File: src/rtl/tm_ser_router.sv
module tm_ser_router #(
  parameter int WORD_BITS = 4
) (
  input  logic                 clk,
  input  logic                 rst_n,
  input  logic                 word_valid,
  input  logic [WORD_BITS-1:0] word_data,
  input  logic [1:0]           mode_sel,
  output logic                 word_ready,
  output logic                 sym_valid,
  output logic                 sym_msb,
  output logic                 sym_lsb
);
  localparam int CW = $clog2(WORD_BITS);

  logic                 busy;
  logic [CW-1:0]        cnt;
  logic [WORD_BITS-1:0] hold;
  logic                 four_q;
  logic                 hist;
  logic [WORD_BITS-1:0] coded;
  logic                 last;
  logic                 take;
  logic [1:0]           pair;
  logic                 pick;

  always_comb begin
    coded[0] = word_data[0] ^ hist;
    for (int i = 1; i < WORD_BITS; i++) coded[i] = word_data[i] ^ coded[i-1];
  end

  assign last       = four_q ? (cnt == CW'(WORD_BITS/2 - 1)) : (cnt == CW'(WORD_BITS - 1));
  assign word_ready = !busy || last;
  assign take       = word_valid && word_ready;
  assign sym_valid  = busy;

  // stage one: pair select; stage two: bit select or segment split
  assign pair    = four_q ? hold[{cnt[0], 1'b0} +: 2] : hold[{cnt[CW-1:1], 1'b0} +: 2];
  assign pick    = cnt[0] ? pair[1] : pair[0];
  assign sym_msb = four_q ? pair[0] : pick;
  assign sym_lsb = four_q ? pair[1] : pick;

  always_ff @(posedge clk) begin
    if (!rst_n) begin
      busy   <= 1'b0;
      cnt    <= '0;
      hold   <= '0;
      four_q <= 1'b0;
      hist   <= 1'b0;
    end else if (take) begin
      busy   <= 1'b1;
      cnt    <= '0;
      four_q <= (mode_sel == 2'b01);
      if (mode_sel == 2'b10) begin
        hold <= coded;
        hist <= coded[WORD_BITS-1];
      end else begin
        hold <= word_data;
      end
    end else if (busy) begin
      cnt <= cnt + 1'b1;
      if (last) busy <= 1'b0;
    end
  end

  assert_binary_segments_equal_R2: assert property (@(posedge clk) disable iff (!rst_n)
    (sym_valid && !four_q) |-> (sym_msb == sym_lsb));

  assert_accept_starts_symbols_R6: assert property (@(posedge clk) disable iff (!rst_n)
    take |=> (sym_valid && cnt == '0));

  assert_no_ready_midword_R6: assert property (@(posedge clk) disable iff (!rst_n)
    (sym_valid && !last) |-> !word_ready);

  assert_contiguous_symbols_R7: assert property (@(posedge clk) disable iff (!rst_n)
    (sym_valid && !last) |=> (sym_valid && cnt == $past(cnt) + 1'b1));

  assert_mode_held_R8: assert property (@(posedge clk) disable iff (!rst_n)
    (sym_valid && !last) |=> $stable(four_q) && $stable(hold));

  assert_hist_kept_R5: assert property (@(posedge clk) disable iff (!rst_n)
    (take && mode_sel != 2'b10) |=> $stable(hist));
endmodule

File: config.mk
export PLATFORM = sky130hd
export DESIGN_NAME = tm_ser_router
export DESIGN_NICKNAME = d
export VERILOG_FILES = /design/src/rtl/tm_ser_router.sv
export SDC_FILE = /design/constraint.sdc
export NUM_CORES = 1
export LEC_CHECK = 0
export BUFFER_PORTS_ARGS = -buffer_cell sky130_fd_sc_hd__buf_2
export CORE_MARGIN = 2
export CORE_UTILIZATION = 40
export DETAILED_ROUTE_END_ITERATION = 7
export PLACE_DENSITY = 0.61
export SLEW_MARGIN = 5
export SYNTH_ARGS = -nofsm -noshare
export SYNTH_HDL_FRONTEND = slang
export SYNTH_SLANG_ARGS = --single-unit
File: constraint.sdc
create_clock -name clk -period 1.35 [get_ports clk]
set_input_delay 0.135 -clock clk [delete_from_list [all_inputs] [get_ports clk]]
set_output_delay 0.135 -clock clk [all_outputs]
set_load 0.01 [all_outputs]
==> flow_summary.json <==
{
  "status": "complete, but fails checks",
  "violations": "negative setup slack",
  "synth_edf_count": 0,
  "synth_seq_cells": 9,
  "die-area_um2": 1670,
  "yosysMostFrequentCell": "dfxtp_1",
  "yosys-top-cells-area": "dfxtp_1 33%, a21oi_1 7.4%, xnor2_1 6.4%",
  "drc": 0,
  "clk_pin_slew_ns": 0.06,
  "synth_common_cells": "9 x dfxtp_1, 8 x a21oi_1, 7 x nand2_1",
  "multi_input_area_um2": 374,
  "required_ns": 1.22,
  "gp_congestion": 0.734,
  "cp-end-kind": "primary output",
  "setup-violations-final": 5,
  "initial_core_util": 0.424,
  "grt_pass1_vias": 466,
  "synth_cell_types": 27,
  "antenna_cells": 0,
  "clock_latency_ns": 0.26,
  "pin_count": 13,
  "ir_worst_vdd_mv": 0.498,
  "synthSimpleGateAreaFrac": 0.216,
  "clockBufferDepth": 2,
  "critPathArrivalTime_ns": 1.32,
  "dieHeight_um": 40.9,
  "seqCellArea_um2": 186,
  "grt_max_degree": 9,
  "grt_pass1_wl_mm": 1.79,
  "h-tree-depth": 1,
  "critPathLaunchType": "flop",
  "nNetsFinal": 97,
  "leakage_nw": 0.322,
  "whs_ns": 0.143,
  "fin_tns_setup_ns": -0.265,
  "fill_cells": 113,
  "muxShareOfSynthArea": 0.0552,
  "yosysSeqAreaShare": 0.331,
  "hold_path_class": "input pin to flop",
  "synth_compound_area_frac": 0.207,
  "fin_area_um2": 767,
  "relSlewSlack": 0.809,
  "pwr_density_cell_nw_per_um2": 904,
  "synth.top_cell.area_share": 0.331,
  "crit_fanout": 6,
  "cts_hold_buf": 0,
  "wirelength_mm": 1.16,
  "postSynth.asyncResetShare": 0,
  "grt_usage": 0.167,
  "die_w_um": 40.9,
  "final.setup_skew_ns": 0.00161,
  "fmax_ghz": 0.686,
  "criticalPathCategory": "flop to primary output",
  "clock-sinks": 9,
  "vias": 527,
  "yosys.area.top_type": "dfxtp_1",
  "drtIter0Drc": 14,
  "final_antenna_net_count": 0,
  "synth_top_family_by_area": "simple AND/OR/NAND/NOR gates",
  "fin_ws_ns": -0.108,
  "vias_per_cell": 5.17,
  "synthAdderAreaFrac": 0,
  "layout_min_cycle_time_ns": 1.46,
  "synthCells": 63,
  "finalCritPeriodShare": 1.08,
  "routedWlPerCell_um": 11.3,
  "fp.coreArea_um2": 1280,
  "hold_viol": 0,
  "cts_buffers": 3,
  "gr-total-overflow": 0,
  "syn_area_um2": 544,
  "drtPass1Iterations": 4,
  "fp-row-count": 13,
  "areaGrowthSynthToFinish_pct": 40.9,
  "worstMarginPinSlew_ns": 0.287,
  "portBuffers": 12,
  "cts_tree": "yes",
  "cap_violations": 0,
  "placed_area_um2": 638,
  "p_total_w": 0.000694,
  "synth.avg_cell_area_um2": 8.64,
  "antenna_found_initial": 0,
  "maxSlewViolCount": 0,
  "synth_flop_cell": "dfxtp_1",
  "yosys_warnings": 0,
  "synth-xor-area-share": 0.140,
  "syn-num-nets": 72,
  "drive_gt1_frac": 0.448,
  "cts-root-buf": "clkbuf_4",
  "rsz0062_at_grt": "yes"
}
==> routing by layer <==
metal | global-route usage | vias to the layer above | wire length [um]
li1 | - | 269 | -
met1 | 0.185 | 234 | 510
met2 | 0.289 | 20 | 575
met3 | 0.0163 | 4 | 48
met4 | 0.125 | 0 | 23
met5 | 0 | - | 0
==> timing repair <==
item | in CTS | in global routing
endpoints found under the setup margin | 3 | 10
resized for setup | 12 | 3
pin swaps | 5 | 7
setup buffers | 6 | 0
==> power breakdown <==
part | internal (W) | switching (W) | total, W
Combinational | 0.0000942 | 0.0000888 | 0.000183
Sequential | 0.000283 | 0.0000175 | 0.000300
Clock | 0.000114 | 0.0000961 | 0.000210
==> final cells by class <==
| cell class | instances | share of cell area |
|---|---|---|
| Clock buffer | 4 | 0.0343 |
| Inverter | 6 | 0.0359 |
| Multi-Input combinational cell | 48 | 0.488 |
| Sequential cell | 9 | 0.243 |
| Tap cell | 15 | 0.0245 |
| Timing Repair Buffer | 20 | 0.175 |
==> critical path, stage by stage, from the launching register on <==
cell and delay (ns):
dfxtp_4 0.37, nor2b_4 0.12, a21oi_2 0.04, mux2i_1 0.13, a311oi_1 0.24, buf_2 0.17
==> path summary, 6_finish.rpt <==
path                                    from  cells past startpoint      end  slack (ns)
worst min-delay path            word_data[1]                      3  hold[1]        0.14
worst min register to register       hold[3]                      2  hold[3]        0.49
worst max register to register        four_q                      7     hist       -0.03
worst max-delay path                  four_q                      5  sym_msb       -0.11
==> flip-flops by register name, indices dropped and copies added, names as in the netlist <==
name / cells
cnt: 2
four_q: 1
hist: 1
hold: 4
sym_valid: 1
==> stage by stage <==
stage	util	setup slack (ns)	std cells
4_1_cts	0.587	-0.117	102
2_1_floorplan	-	0.0365	63
6_report	0.597	-0.108	102
3_3_place_gp	0.497	-0.00789	92
3_5_place_dp	0.497	0.0235	92
5_1_grt	0.597	-0.195	102
==> placed cells by master (no fill, tap or decap), drive strengths merged, types with 2 or more instances in the layout <==
cell type,Yosys,routed
a21oi,8,8
nor3,3,3
a211oi,3,3
dfxtp,9,9
xor2,2,2
buf,0,20
nand2,7,7
xnor2,4,4
inv,5,5
mux2i,3,3
nor2,5,5
clkbuf,0,4
==> cell families (layout without fill, tap and decap cells) <==
logic type / after synthesis / in the layout
AOI/OAI and AO/OA: 16 / 16
xor gates and xnor gates: 7 / 7
buffers and inverters: 6 / 30
DFF: 9 / 9
muxes: 3 / 3
and+or+nand+nor: 22 / 22
(Power assumes the default switching activity.)
